`src/rtl/pdh_pkg.sv`:
```
package pdh_pkg;

  // Strobes from the control FSM to the datapath
  typedef struct packed {
    logic inPass;   // keepers load, core ticks are honoured
    logic outUpd;   // pad hold registers follow the core
    logic busy;     // hold or recovery in progress
  } pdhStrobe_t;

  typedef enum logic [1:0] {
    PD_RUN   = 2'd0,
    PD_DOWN  = 2'd1,
    PD_RECOV = 2'd2
  } pdhState_t;

endpackage

```
`src/rtl/pdhCtrl.sv`:
```
module pdhCtrl
  import pdh_pkg::*;
#(
  parameter int IN_REC  = 3,
  parameter int OUT_REC = 4
) (
  input  logic       clk,
  input  logic       rst,
  input  logic       cfgPdIn,
  input  logic       pdPin,
  output logic       cfgOn,
  output pdhStrobe_t stb
);

  localparam int CNT_W = $clog2(OUT_REC + 1) + 1;
  localparam logic [CNT_W-1:0] IN_LIM  = CNT_W'(IN_REC);
  localparam logic [CNT_W-1:0] OUT_LIM = CNT_W'(OUT_REC);

  logic syncA, syncB;
  logic pdActive;
  pdhState_t st, stNext;
  logic [CNT_W-1:0] recCnt, recCntNext;

  // Configuration captured only during reset
  always_ff @(posedge clk) begin
    if (rst) cfgOn <= cfgPdIn;
  end

  // Two-flop synchroniser on the request pin
  always_ff @(posedge clk) begin
    if (rst) begin
      syncA <= 1'b0;
      syncB <= 1'b0;
    end else begin
      syncA <= pdPin;
      syncB <= syncA;
    end
  end

  assign pdActive = cfgOn & syncB;

  always_comb begin
    stNext     = st;
    recCntNext = recCnt;
    unique case (st)
      PD_RUN: begin
        if (pdActive) stNext = PD_DOWN;
      end
      PD_DOWN: begin
        if (!pdActive) begin
          stNext     = PD_RECOV;
          recCntNext = CNT_W'(1);
        end
      end
      PD_RECOV: begin
        if (pdActive) begin
          stNext = PD_DOWN;
        end else if (recCnt >= OUT_LIM) begin
          stNext = PD_RUN;
        end else begin
          recCntNext = recCnt + CNT_W'(1);
        end
      end
      default: stNext = PD_RUN;
    endcase
  end

  always_ff @(posedge clk) begin
    if (rst) begin
      st     <= PD_RUN;
      recCnt <= '0;
    end else begin
      st     <= stNext;
      recCnt <= recCntNext;
    end
  end

  always_comb begin
    stb.inPass = !pdActive &&
                 ((st == PD_RUN) || ((st == PD_RECOV) && (recCnt >= IN_LIM)));
    stb.outUpd = !pdActive &&
                 ((st == PD_RUN) || ((st == PD_RECOV) && (recCnt >= OUT_LIM)));
    stb.busy   = (st != PD_RUN);
  end

endmodule

```
`src/rtl/pdhPath.sv`:
```
module pdhPath
  import pdh_pkg::*;
#(
  parameter int IN_W   = 6,
  parameter int REG_N  = 3,
  parameter int COMB_N = 3
) (
  input  logic                      clk,
  input  logic                      rst,
  input  pdhStrobe_t                stb,
  input  logic                      cfgOn,
  input  logic [IN_W-1:0]           dataIn,
  input  logic                      sharedPin,
  input  logic [REG_N+COMB_N-1:0]   oeIn,
  input  logic                      tickIn,
  output logic [REG_N+COMB_N-1:0]   padData,
  output logic [REG_N+COMB_N-1:0]   padOe,
  output logic [REG_N-1:0]          coreState,
  output logic [IN_W+REG_N+COMB_N:0] keepState
);

  localparam int CIN   = IN_W + 1;
  localparam int OUT_N = REG_N + COMB_N;

  logic [CIN-1:0]   keepIn;
  logic [OUT_N-1:0] keepOe;
  logic [CIN-1:0]   coreIn;
  logic [REG_N-1:0] regQ;
  logic [COMB_N-1:0] combQ;
  logic [OUT_N-1:0] outHold, oeHold;
  logic             coreTick;

  // Keeper registers: hold the last accepted level of every input
  always_ff @(posedge clk) begin
    if (rst) begin
      keepIn <= '0;
      keepOe <= '0;
    end else if (stb.inPass) begin
      keepIn <= {sharedPin, dataIn};
      keepOe <= oeIn;
    end
  end

  // Shared pin reaches the core only when it is a plain logic input
  assign coreIn   = {keepIn[CIN-1] & ~cfgOn, keepIn[CIN-2:0]};
  assign coreTick = tickIn & stb.inPass;

  genvar gi;
  generate
    for (gi = 0; gi < REG_N; gi++) begin : g_regCell
      always_ff @(posedge clk) begin
        if (rst) begin
          regQ[gi] <= 1'b0;
        end else if (coreTick) begin
          regQ[gi] <= regQ[gi] ^ coreIn[gi % CIN] ^ coreIn[(gi + REG_N + 1) % CIN];
        end
      end
    end
    for (gi = 0; gi < COMB_N; gi++) begin : g_combCell
      assign combQ[gi] = coreIn[(gi + 1) % CIN] ^ regQ[gi % REG_N];
    end
  endgenerate

  // Pad hold stage
  always_ff @(posedge clk) begin
    if (rst) begin
      outHold <= '0;
      oeHold  <= '0;
    end else if (stb.outUpd) begin
      outHold <= {combQ, regQ};
      oeHold  <= keepOe;
    end
  end

  assign padData   = outHold;
  assign padOe     = oeHold;
  assign coreState = regQ;
  assign keepState = {keepOe, keepIn};

endmodule

```
`src/rtl/pdHoldCtrl.sv`:
```
module pdHoldCtrl
  import pdh_pkg::*;
#(
  parameter int IN_W    = 6,
  parameter int REG_N   = 3,
  parameter int COMB_N  = 3,
  parameter int IN_REC  = 3,
  parameter int OUT_REC = 4
) (
  input  logic                    clk,
  input  logic                    rst,
  input  logic                    cfgPdEn,
  input  logic                    pdPin,
  input  logic [IN_W-1:0]         dataIn,
  input  logic [REG_N+COMB_N-1:0] oeIn,
  input  logic                    tickIn,
  output logic [REG_N+COMB_N-1:0] padData,
  output logic [REG_N+COMB_N-1:0] padOe,
  output logic                    pdBusy
);

  pdhStrobe_t ctrlStb;
  logic       cfgOn;
  logic [REG_N-1:0] coreState;
  logic [IN_W+REG_N+COMB_N:0] keepState;

  pdhCtrl #(
    .IN_REC (IN_REC),
    .OUT_REC(OUT_REC)
  ) u_ctrl (
    .clk    (clk),
    .rst    (rst),
    .cfgPdIn(cfgPdEn),
    .pdPin  (pdPin),
    .cfgOn  (cfgOn),
    .stb    (ctrlStb)
  );

  pdhPath #(
    .IN_W  (IN_W),
    .REG_N (REG_N),
    .COMB_N(COMB_N)
  ) u_path (
    .clk      (clk),
    .rst      (rst),
    .stb      (ctrlStb),
    .cfgOn    (cfgOn),
    .dataIn   (dataIn),
    .sharedPin(pdPin),
    .oeIn     (oeIn),
    .tickIn   (tickIn),
    .padData  (padData),
    .padOe    (padOe),
    .coreState(coreState),
    .keepState(keepState)
  );

  assign pdBusy = ctrlStb.busy;

endmodule

```
`config.mk`:
```
export PLATFORM = sky130hd
export DESIGN_NAME = pdHoldCtrl
export DESIGN_NICKNAME = d
export VERILOG_FILES = /design/src/rtl/pdh_pkg.sv /design/src/rtl/pdhCtrl.sv /design/src/rtl/pdhPath.sv /design/src/rtl/pdHoldCtrl.sv
export SDC_FILE = /design/constraint.sdc
export NUM_CORES = 1
export LEC_CHECK = 0
export BUFFER_PORTS_ARGS = -buffer_cell sky130_fd_sc_hd__buf_4
export CAP_MARGIN = 20
export CORE_MARGIN = 3
export CORE_UTILIZATION = 55
export DETAILED_ROUTE_END_ITERATION = 6
export GPL_TIMING_DRIVEN = 0
export PLACE_DENSITY = 0.89
export SYNTH_ARGS = -nofsm -noshare
export SYNTH_HDL_FRONTEND = slang
export SYNTH_SLANG_ARGS = --single-unit
```
`constraint.sdc`:
```
create_clock -name clk -period 2.85 [get_ports clk]
set_input_delay 0.57 -clock clk [delete_from_list [all_inputs] [get_ports clk]]
set_output_delay 0.57 -clock clk [all_outputs]
set_load 0.03 [all_outputs]
```
# Word level (Yosys, flattened, before mapping)
# Cells that the tools add are included.
[classes] reduce_logical=12 magnitude_cmp=2 add_sub_neg=1 eq_ne=7 bitwise_logic=13 muxes=9
[op_table] op="two-way mux 4 bit" count=3
[op_table] op="bitwise XOR 1 bit" count=9
[op_table] op="two-way mux 2 bit" count=4
[op_table] op="case mux 4 bit (2 select lines)" count=1
[op_table] op="!= test 2 bit (second input constant)" count=3
[op_table] op="case mux 2 bit (3 select lines)" count=1
[op_table] op="adder 4 x 1 -> 4 bit (second input constant)" count=1
[op_table] op=">= comparator 4 x 2 -> 1 bit (second input constant)" count=1
[op_table] op=">= comparator 4 x 3 -> 1 bit (second input constant)" count=1
[op_table] op="logical AND 1 bit" count=4
[op_table] op="AND reduction 4 bit" count=1
[op_table] op="nonzero test 2 bit" count=2
[op_table] op="AND 1 bit" count=3
[op_table] op="!= test 3 x 1 -> 1 bit (second input constant)" count=1
[op_table] op="AND reduction 3 bit" count=1
[op_table] op="equality test 2 x 1 -> 1 bit (second input constant)" count=1
[op_table] op="equality test 2 bit (second input constant)" count=1
[op_table] op="logical NOT 2 bit" count=1
[op_table] op="logical OR 1 bit" count=2
[op_table] op="!= test 2 x 1 -> 1 bit (second input constant)" count=1
[op_table] op="logical NOT 1 bit" count=1
[op_table] op="NOT 1 bit" count=1
[word_totals] regBits=37 wordCells=56 input_bits=17

# Depth between registers and ports, before layout
# Gate-level depths: netlist of run 1.
[logic_depth] ltp_word=5 depth_mapped=7 mapped_depth_nobuf=4

# Hierarchy
# A second synthesis of run 1 with hierarchy kept.
[unflattened] cells_unflattened=139 area_unflattened_um2=1436.4
[modules_own_cells] mod="pdhPath" cells_per_inst=102 area_per_inst_um2=1061.0 n_inst=1
[modules_own_cells] mod="pdhCtrl" cells_per_inst=37 area_per_inst_um2=375.4 n_inst=1

# Least setup slack after synthesis of run 1
# No wires, ideal clock.
[synth_timing] kind="reg-to-reg" startpoint="register u_ctrl.st[1]" endpoint="register u_path.outHold[1], in the netlist u_path.padData[1]" stages_incl_launch_ff=8 path_slack_ps=1432 required_ps=2713 t_arrival_ps=1281 n_path_buf=3 path_cell_list="dfxtp_1 -> or3b_1 -> buf_6 -> and2_4 -> buf_6 -> buf_6 -> nand2_1 -> a21oi_1"
[synth_between] elab_chain_cells=4 elab_cells_between_ends=5 classes_between="eq/ne: 1; reduce/logical: 4"
[synth_lines] element="start, declared" line_no="pdhCtrl.sv:21" text="pdhState_t st, stNext;"
[synth_lines] element="start signal, assigned" line_no="pdhCtrl.sv:73" text="st <= stNext;"
[synth_lines] element="equality test 2 bit" line_no="pdhCtrl.sv:82" text="((st == PD_RUN) || ((st == PD_RECOV) && (recCnt >= OUT_LIM)));"
[synth_lines] element="logical AND 1 bit" line_no="pdhCtrl.sv:82"
[synth_lines] element="logical OR 1 bit (*)" line_no="pdhCtrl.sv:82"
[synth_lines] element="logical AND 1 bit (*)" line_no="pdhCtrl.sv:81" text="stb.outUpd = !pdActive &&"
[synth_lines] element="end signal, assigned" line_no="pdhPath.sv:70" text="outHold <= {combQ, regQ};"
[synth_lines] element="end, declared" line_no="pdhPath.sv:30" text="logic [OUT_N-1:0] outHold, oeHold;"
# Mark *: on every way between the ends. The rest lies on a longest branch, timed or not.
# A chain may end at the register's enable or synchronous reset.

# Worst setup path in the final report of run 1
[layout_timing] startpoint="register u_ctrl.st[0]" endpoint="output pdBusy"
[layout_between] elab_chain_cells=1
[layout_lines] element="nonzero test 2 bit" line_no="pdhCtrl.sv:83" text="stb.busy = (st != PD_RUN);"
[layout_lines] element="end, declared" line_no="pdHoldCtrl.sv:19" text="output logic pdBusy"
# Every way passes these cells.

==> results of run 1 <==
## synth_stat cells, types with 3 or more instances
master	n
a211oi_2	3
a21oi_1	26
buf_6	4
clkbuf_1	4
dfxtp_1	36
nand2_1	47
nor2_1	5
nor2b_1	3
xnor2_1	4
xor2_1	4
## state kept, by name, summed over array words and instances (netlist names)
name	count
u_path.keepIn	7
u_ctrl.syncB	1
u_path.keepOe	6
u_ctrl.cfgOn	1
u_ctrl.recCnt	4
u_path.padData	6
u_path.padOe	6
u_ctrl.st	2
u_path.coreState	3
u_ctrl.syncA	1
## worst max-delay path: stages (launching register included)
cell and delay (ps):
dfxtp_1 360, or2_2 300, buf_4 170
## report_power, final
group / switching, W / leakage (nW) / internal [W]
clock: 0.000170 / 0.0382 / 0.000120
combinational: 0.0000872 / 0.407 / 0.0000708
sequential: 0.0000230 / 0.306 / 0.000553
total: 0.000280 / 0.751 / 0.000744
## metrics by stage
stage / setup slack, ps / cell area, µm² / cells / total power, W
CTS: 1120 / 1750 / 225 / 0.00103
floorplan: 1430 / 1440 / 160 / 0.000687
global placement: 1240 / 1690 / 217 / 0.000738
detailed placement: 1180 / 1690 / 217 / 0.000746
finish: 1130 / 1750 / 225 / 0.00102
global route: 1070 / 1750 / 225 / 0.00107
## final cells by class
type                            count  area (µm²)
Multi-Input combinational cell    114         619
Buffer                              9        65.1
Clock inverter                      2        13.8
Tap cell                           28        35.0
Timing Repair Buffer               29         218
Clock buffer                        6        51.3
Sequential cell                    37         751
Fill cell                         178         587
## how the worst min path moves through the flow
stage	end	slack [ps]	cells after the start
2_1_floorplan	u_ctrl.syncB	410	1
3_3_place_gp	u_ctrl.syncB	420	1
3_5_place_dp	u_path.keepIn[6]	440	2
4_1_cts	u_ctrl.cfgOn	410	1
5_1_grt	u_ctrl.cfgOn	400	1
6_report	u_ctrl.cfgOn	420	1
## cells by family after synthesis
logic type	synth area share, %
flip-flops	52.3
XOR/XNOR	4.88
AND/OR/NAND/NOR	20.5
adder cells (fa/ha/maj)	0.872
AO/OA/AOI/OAI	16.9
buffers and inverters	4.53
## layout by cell type, fill, tap and decap left out, types with 2 or more instances in the layout
cell type	count
xnor2_1	4
nor3_1	2
buf_4	29
a211oi_2	3
o21ai_0	2
a211oi_1	2
or3b_1	2
dfxtp_1	36
nor2_1	5
a21oi_1	26
buf_6	4
clkbuf_1	4
o2111ai_1	2
nand2_1	47
clkbuf_4	5
xor2_1	4
nor2b_1	3
## routing by layer
metal,wire (µm),vias to the layer above,part of all wire (%)
met3,187,5,6.4
met2,1410,37,48
met1,1310,539,44
met5,0,-,0
met4,38,0,1.3
li1,-,610,-
==> flow_summary.json, run 1 <==
{
  "via_count": 1191,
  "grt_pass1_vias": 1142,
  "finalClockSkew_ps": 12.1,
  "cts_buffers": 5,
  "layout.nets": 214,
  "synth_flop_cell": "dfxtp_1",
  "start_util_pct": 61.3,
  "gr-usage-met1_pct": 24.6,
  "avgViaCountPerCell": 5.29,
  "drc": 0,
  "rows": 17,
  "synth-seq-cells": 37,
  "tightest_slew_ps": 510,
  "p_leak_nw": 0.751,
  "async_reset_ff_share_pct": 0,
  "io_pins": 30,
  "synthesis.nets": 178,
  "drt_wl_total_um": 2940,
  "drive_gt1_share_pct": 25.4,
  "fp.coreArea_um2": 2340,
  "grt_usage_pct": 19.6,
  "io_buffers": 29,
  "grtUsageMet3_pct": 6.56,
  "start_kind": "flop",
  "path_clk_slew_ps": 100,
  "met2_usage_pct": 31.5,
  "peakVddDrop_mv": 0.480,
  "synth_edf_count": 1,
  "grt_start_max_net_pins": 13,
  "period_share_pct": 60.5,
  "slew_violations": 0,
  "gp_congestion": 0.765,
  "finalSetupTns_ps": 0,
  "outcome": "complete, no violations",
  "worstHoldPathType": "input pin to flop",
  "area_growth_pct": 22.1,
  "ctsHoldBuffers": 0,
  "synth_area_leaders": "dfxtp_1, nand2_1, a21oi_1, buf_6, a211oi_2",
  "critPathRequiredTime_ps": 2280,
  "fp.dieW_um": 57.1,
  "hpwl_um": 2190,
  "cts_tree": "built",
  "seq_area_frac_synth_pct": 52.3,
  "relSlewSlack_pct": 66.0,
  "fmax_mhz": 580,
  "top_usage_layer": "met2",
  "cts_htree_levels": 2,
  "worstReg2RegEnd": "u_path.keepIn[1]",
  "post_cts_buffers": 0,
  "maxCapViolCount": 0,
  "fin_crit_ps": 1720,
  "cp-endpoint": "pdBusy",
  "drtIter0Drc": 44,
  "cts_root_buf": "clkbuf_4",
  "crit_fanout": 5,
  "num_antenna_cells": 0,
  "die_area_um2": 3260,
  "min_from": "cfgPdEn",
  "rr_startpoint": "u_ctrl.cfgOn",
  "postSynthCellCount": 160,
  "die_h_um": 57.1,
  "antenna_found_initial": 0,
  "postSynthAreaPerCell_um2": 8.97,
  "clk_latency_ps": 340,
  "rsz0062_at_grt": "false",
  "grt.overflow.total": 0,
  "report.final.hold_viol_count": 0,
  "cts_sinks": 37,
  "holdWs_ps": 417,
  "reg2regPathDepth": 5,
  "synth_top_area_share_pct": 50.2,
  "syn_area_um2": 1440,
  "final_util_pct": 74.9,
  "synth.largest_area_cell": "dfxtp_1",
  "avgRoutedWirePerCell_um": 13.1,
  "path_class": "flop to output pin",
  "crit_start": "u_ctrl.st[0]",
  "critPathCaptureType": "output pin",
  "synth_cell_types": 29,
  "rrSetupSlack_ps": 1270,
  "grt_pass1_wl_um": 5000,
  "setup_viol": 0,
  "post_cts_resized": 0,
  "critPathArrivalTime_ps": 1150,
  "drt_pass1_iterations": 4,
  "p_per_area_nw_per_um2": 585,
  "ant_nets": 0,
  "yosys_warnings": 0,
  "cts_buffer_depth": 2
}
Power figures use the tool's default switching activity.
==> inputs of run 2 (changes only) <==
--- a/config.mk
+++ b/config.mk
@@ -8,10 +8,10 @@
 export BUFFER_PORTS_ARGS = -buffer_cell sky130_fd_sc_hd__buf_4
 export CAP_MARGIN = 20
 export CORE_MARGIN = 3
-export CORE_UTILIZATION = 55
+export CORE_UTILIZATION = 52
 export DETAILED_ROUTE_END_ITERATION = 6
 export GPL_TIMING_DRIVEN = 0
-export PLACE_DENSITY = 0.89
+export PLACE_DENSITY = 0.85
 export SYNTH_ARGS = -nofsm -noshare
 export SYNTH_HDL_FRONTEND = slang
 export SYNTH_SLANG_ARGS = --single-unit
==> constraint.sdc (replaced) <==
create_clock -name clk -period 1.65 [get_ports clk]
set_input_delay 0.33 -clock clk [delete_from_list [all_inputs] [get_ports clk]]
set_output_delay 0.33 -clock clk [all_outputs]
set_load 0.03 [all_outputs]
==> run 2 against run 1 <==
Compared with the run above: clock power up 120%; critical path type is now flop to flop; count of clock-buffer cells in the layout increased by 1; die area increased by 5.2%; hold slack got worse by 260 ps; flip-flop and latch count stayed put; worst setup slack got worse by 1000 ps; core utilization shrank 4.1 points; first-iteration DRC count shrank 27%; critical path depth rose by 4.
==> flow_summary.json, run 2 (same netlist as run 1, synthesis figures left out) <==
{
  "cts_root_buf": "clkbuf_4",
  "critPathCaptureType": "flop",
  "gp_congestion": 0.827,
  "avgRoutedWirePerCell_um": 13.1,
  "setup_viol": 0,
  "drc": 0,
  "p_sw_w": 0.000481,
  "largest_reg_flops": 7,
  "seqPwrFrac_pct": 51.8,
  "ant_nets": 0,
  "io_pins": 30,
  "outcome": "complete, no violations",
  "die_area_um2": 3430,
  "design_area_um2": 1800,
  "ctsHoldBuffers": 0,
  "fmax_mhz": 637,
  "mostFrequentLayoutCell": "nand2_1",
  "fp.dieW_um": 58.5,
  "area_growth_pct": 25.5,
  "drtIter0Drc": 32,
  "fin_crit_ps": 1570,
  "grt.overflow.total": 0,
  "placed_area_um2": 1690,
  "start_kind": "flop",
  "tightest_slew_ps": 495,
  "worstHoldPathType": "input pin to flop",
  "rsz0062_at_grt": "false",
  "drt_pass1_iterations": 4,
  "layout.nets": 215,
  "die_h_um": 58.5,
  "pwr-share-clk_pct": 33.8,
  "critPathSlowestCell": "dfxtp_2",
  "cts_sinks": 37,
  "grt_usage_pct": 19.0,
  "rows": 18,
  "cp_num_buf_inv": 2,
  "num_antenna_cells": 0,
  "pwr-share-comb_pct": 14.4,
  "hpwl_um": 2080,
  "switching_share_pct": 25.0,
  "io_buffers": 29,
  "grt_start_max_net_pins": 12,
  "p_per_area_nw_per_um2": 1070,
  "critPathArrivalTime_ps": 1790,
  "crit_fanout": 10,
  "slowest_delay_ps": 360,
  "finalSetupTns_ps": 0,
  "p_leak_nw": 0.767,
  "start_util_pct": 56.4,
  "grt_pass1_wl_um": 4840,
  "final_cell_mix": "nand2_1, dfxtp_1, buf_4",
  "internal_power_w": 0.00144,
  "fin_cells": 228,
  "cts_tree": "built",
  "cts_htree_levels": 2,
  "avgViaCountPerCell": 5.28,
  "path_clk_slew_ps": 110,
  "drive_gt1_share_pct": 25.8,
  "top_register": "u_path.keepIn",
  "path_class": "flop to flop",
  "antenna_found_initial": 0,
  "cts_buffers": 5,
  "final_util_pct": 70.8,
  "slew_violations": 0,
  "maxCapViolCount": 0,
  "fp.coreArea_um2": 2540,
  "clk_latency_ps": 340,
  "peakVddDrop_mv": 0.969,
  "drt_wl_total_um": 2990,
  "finalClockSkew_ps": 7.84,
  "via_count": 1203,
  "dp.cells": 219,
  "cts_buffer_depth": 2,
  "grt_pass1_vias": 1127,
  "cpLargestDelayFamily": "simple AND/OR/NAND/NOR gates",
  "power_w": 0.00192,
  "relSlewSlack_pct": 67.0,
  "fill_cells": 186,
  "critPathRequiredTime_ps": 1870,
  "crit_chain": "or3b_1 -> buf_6 -> o21a_1 -> clkbuf_4 -> nand2_1 -> a21oi_1",
  "period_share_pct": 95.2,
  "report.final.hold_viol_count": 0
}
==> run 2: changes by cell type in the layout (fill, tap and decap cells not counted), sizes merged <==
cell / change
bufinv: +1
clkinv: -2
clkbuf: +2
==> run 2: area by class of cell <==
class,instances,area (µm²),share of cell area [%]
timing repair buffer,30,225,12.5
tap,30,37.5,2.08
clock buffer,7,55.1,3.06
sequential,37,752,41.7
buffer,9,67.6,3.75
multi-input combinational,114,634,35.2
clock inverter,1,30.0,1.67
==> run 2: final timing paths <==
path	from	endpoint	slack, ps	cells past startpoint
max	u_ctrl.st[1]	u_path.keepOe[1]	80	6
max reg2reg	u_ctrl.st[1]	u_path.keepOe[1]	80	6
min	cfgPdEn	u_ctrl.cfgOn	160	1
min reg2reg	u_ctrl.syncA	u_ctrl.syncB	460	1
==> run 2: repair_timing <==
item | CTS | global route
setup buffers | 0 | 1
resized for setup | 0 | 4
setup endpoints to repair | 0 | 14
==> run 2: layer usage <==
metal / vias to the layer above / part of all wire (%) / GRT usage (%)
li1: 607 / - / -
met1: 566 / 43 / 22.6
met2: 23 / 51 / 30.5
met3: 7 / 4.3 / 6.58
met4: 0 / 1.5 / 9.60
met5: - / 0 / 0
==> run 2: metrics by stage <==
step | hold WS, ps | setup slack (ps)
after floorplan | 414 | 232
after global placement | 420 | 136
after detailed placement | 435 | 69.0
after CTS | 152 | 51.7
after global routing | 141 | 6.50
final | 162 | 79.9
==> run 2: power groups by stage <==
stage	clock, W	sequential [W]	combinational [W]
after floorplan	0	0.00105	0.000137
after global placement	0	0.00101	0.000264
after detailed placement	0	0.00101	0.000271
after CTS	0.000657	0.000994	0.000274
after global routing	0.000695	0.00101	0.000305
final	0.000650	0.000996	0.000277
==> inputs of run 3 (changes only) <==
--- a/config.mk
+++ b/config.mk
@@ -12,6 +12,7 @@
 export DETAILED_ROUTE_END_ITERATION = 6
 export GPL_TIMING_DRIVEN = 0
 export PLACE_DENSITY = 0.85
+export SLEW_MARGIN = 20
 export SYNTH_ARGS = -nofsm -noshare
 export SYNTH_HDL_FRONTEND = slang
 export SYNTH_SLANG_ARGS = --single-unit
==> constraint.sdc (replaced) <==
create_clock -name clk -period 1.46 [get_ports clk]
set_input_delay 0.292 -clock clk [delete_from_list [all_inputs] [get_ports clk]]
set_output_delay 0.292 -clock clk [all_outputs]
set_load 0.03 [all_outputs]
==> run 3 against run 2 <==
Compared with the run above: the run now ends with negative setup slack left; register-to-register slack got worse by 150 ps; sequential share of layout area decreased by 2.2 points; clock power increased by 13%; via count increased by 3.7%; routed wire length increased by 6.7%; maximum frequency increased by 2.9%; critical path type unchanged.
==> flow_summary.json, run 3 (same netlist as run 1, synthesis figures left out) <==
{
  "maxCapViolCount": 0,
  "grt.overflow.total": 0,
  "slew_violations": 0,
  "grtUsageMet3_pct": 6.58,
  "fin_crit_ps": 1530,
  "path_class": "flop to flop",
  "cts_root_buf": "clkbuf_4",
  "fin_ws_ps": -65.8,
  "critPathCaptureType": "flop",
  "min_path_cells": 1,
  "grt_start_max_net_pins": 12,
  "gp_congestion": 0.827,
  "mostFrequentLayoutCell": "nand2_1",
  "rows": 18,
  "path_clk_slew_ps": 110,
  "setup_viol": 23,
  "fin_cells": 233,
  "holdWs_ps": 118,
  "fp.coreArea_um2": 2540,
  "cts_buffers": 5,
  "critPathRequiredTime_ps": 1750,
  "grt_pass1_wl_um": 5330,
  "drc": 0,
  "cts_tree": "built",
  "drive_gt1_share_pct": 33.0,
  "dp.cells": 219,
  "met2_usage_pct": 35.1,
  "io_buffers": 29,
  "num_antenna_cells": 0,
  "io_pins": 30,
  "failed_checks": "negative setup slack",
  "final_cell_mix": "nand2_1, dfxtp_1, buf_4",
  "worstReg2RegEnd": "u_path.keepIn[2]",
  "gr-usage-met1_pct": 24.1,
  "cts_buffer_depth": 2,
  "min_from": "cfgPdEn",
  "hold_path_end": "u_ctrl.cfgOn",
  "largest_reg_flops": 7,
  "tightest_slew_ps": 530,
  "die_h_um": 58.5,
  "p_leak_nw": 0.805,
  "relSlewSlack_pct": 64.7,
  "p_per_area_nw_per_um2": 1160,
  "ctsHoldBuffers": 0,
  "grt_pass1_vias": 1203,
  "peakVddDrop_mv": 1.14,
  "avgViaCountPerCell": 5.35,
  "period_share_pct": 105,
  "ant_nets": 0,
  "report.final.hold_viol_count": 0,
  "worstHoldPathType": "input pin to flop",
  "start_kind": "flop",
  "start_util_pct": 56.4,
  "grt_usage_pct": 21.1,
  "top_register": "u_path.keepIn",
  "area_growth_pct": 32.7,
  "drt_pass1_iterations": 4,
  "rsz0062_at_grt": "true",
  "via_count": 1247,
  "rrSetupSlack_ps": -70,
  "cts_htree_levels": 2,
  "antenna_found_initial": 0,
  "drt_wl_total_um": 3190,
  "avgRoutedWirePerCell_um": 13.7,
  "drtIter0Drc": 37,
  "critPathArrivalTime_ps": 1810,
  "die_area_um2": 3430,
  "top_usage_layer": "met2",
  "clk_latency_ps": 350,
  "crit_fanout": 9,
  "fp.dieW_um": 58.5,
  "outcome": "complete, but fails checks",
  "layout.nets": 220,
  "hpwl_um": 2080,
  "reg2regPathDepth": 6,
  "rr_startpoint": "u_ctrl.st[1]",
  "finalClockSkew_ps": 10.2,
  "fmax_mhz": 655,
  "cts_sinks": 37
}
==> run 3: metrics by stage <==
| stage | instance area, µm² | power, W | setup WS (ps) | setup TNS (ps) | utilization (%) |
|---|---|---|---|---|---|
| final | 1900 | 0.00221 | -65.8 | -825 | 74.8 |
| after global routing | 1900 | 0.00230 | -128 | -2430 | 74.8 |
| after CTS | 1840 | 0.00219 | -36.6 | -351 | 72.3 |
| after detailed placement | 1690 | 0.00145 | -121 | -1330 | 66.4 |
| after global placement | 1690 | 0.00144 | -53.8 | -646 | 66.4 |
| after floorplan | 1440 | 0.00134 | 42.1 | 0 | - |
==> run 3: worst max-delay path: stages (launching register included) <==
cell and delay (ps):
dfxtp_2 350, or3b_4 370, buf_6 150, o21ai_4 230, buf_6 160, nand2_1 70, a21oi_2 140
==> run 3: cell type report <==
type | count | area, µm²
Timing Repair Buffer | 35 | 278
Buffer | 9 | 75.1
Tap cell | 30 | 37.5
Clock inverter | 1 | 30.0
Multi-Input combinational cell | 114 | 676
Fill cell | 161 | 641
Sequential cell | 37 | 753
Clock buffer | 7 | 55.1
==> run 3: worst max path at each step <==
stage	start	end	slack, ps	cells after the start
floorplan	u_ctrl.st[1]	u_path.padData[1]	40	7
global placement	u_ctrl.st[1]	u_path.keepIn[3]	-50	6
detailed placement	u_ctrl.cfgOn	u_path.keepOe[1]	-120	5
CTS	u_ctrl.recCnt[3]	u_path.padOe[5]	-40	7
global route	u_ctrl.st[1]	u_path.keepIn[2]	-130	6
finish	u_ctrl.st[1]	u_path.keepIn[2]	-70	6
==> run 3: where the power goes <==
part / total [W] / internal [W] / switching, W
logic: 0.000346 / 0.000161 / 0.000185
clock network: 0.000735 / 0.000409 / 0.000326
registers: 0.00113 / 0.00108 / 0.0000472
total: 0.00221 / 0.00165 / 0.000558
==> run 3: what timing repair did <==
| action | CTS | global route |
|---|---|---|
| pin swaps | 3 | 5 |
| buffers inserted | 3 | 2 |
| gates resized for setup | 9 | 14 |
| setup endpoints to repair | 25 | 31 |
| cloned | 1 | 0 |
==> run 3: per-layer routing <==
layer  part of all wire [%]  wire, µm  up-vias
met5                      0         0        -
met4                    3.2       102        0
met3                    4.9       155       12
met2                     51      1620       34
met1                     41      1320      584
li1                       -         -      617
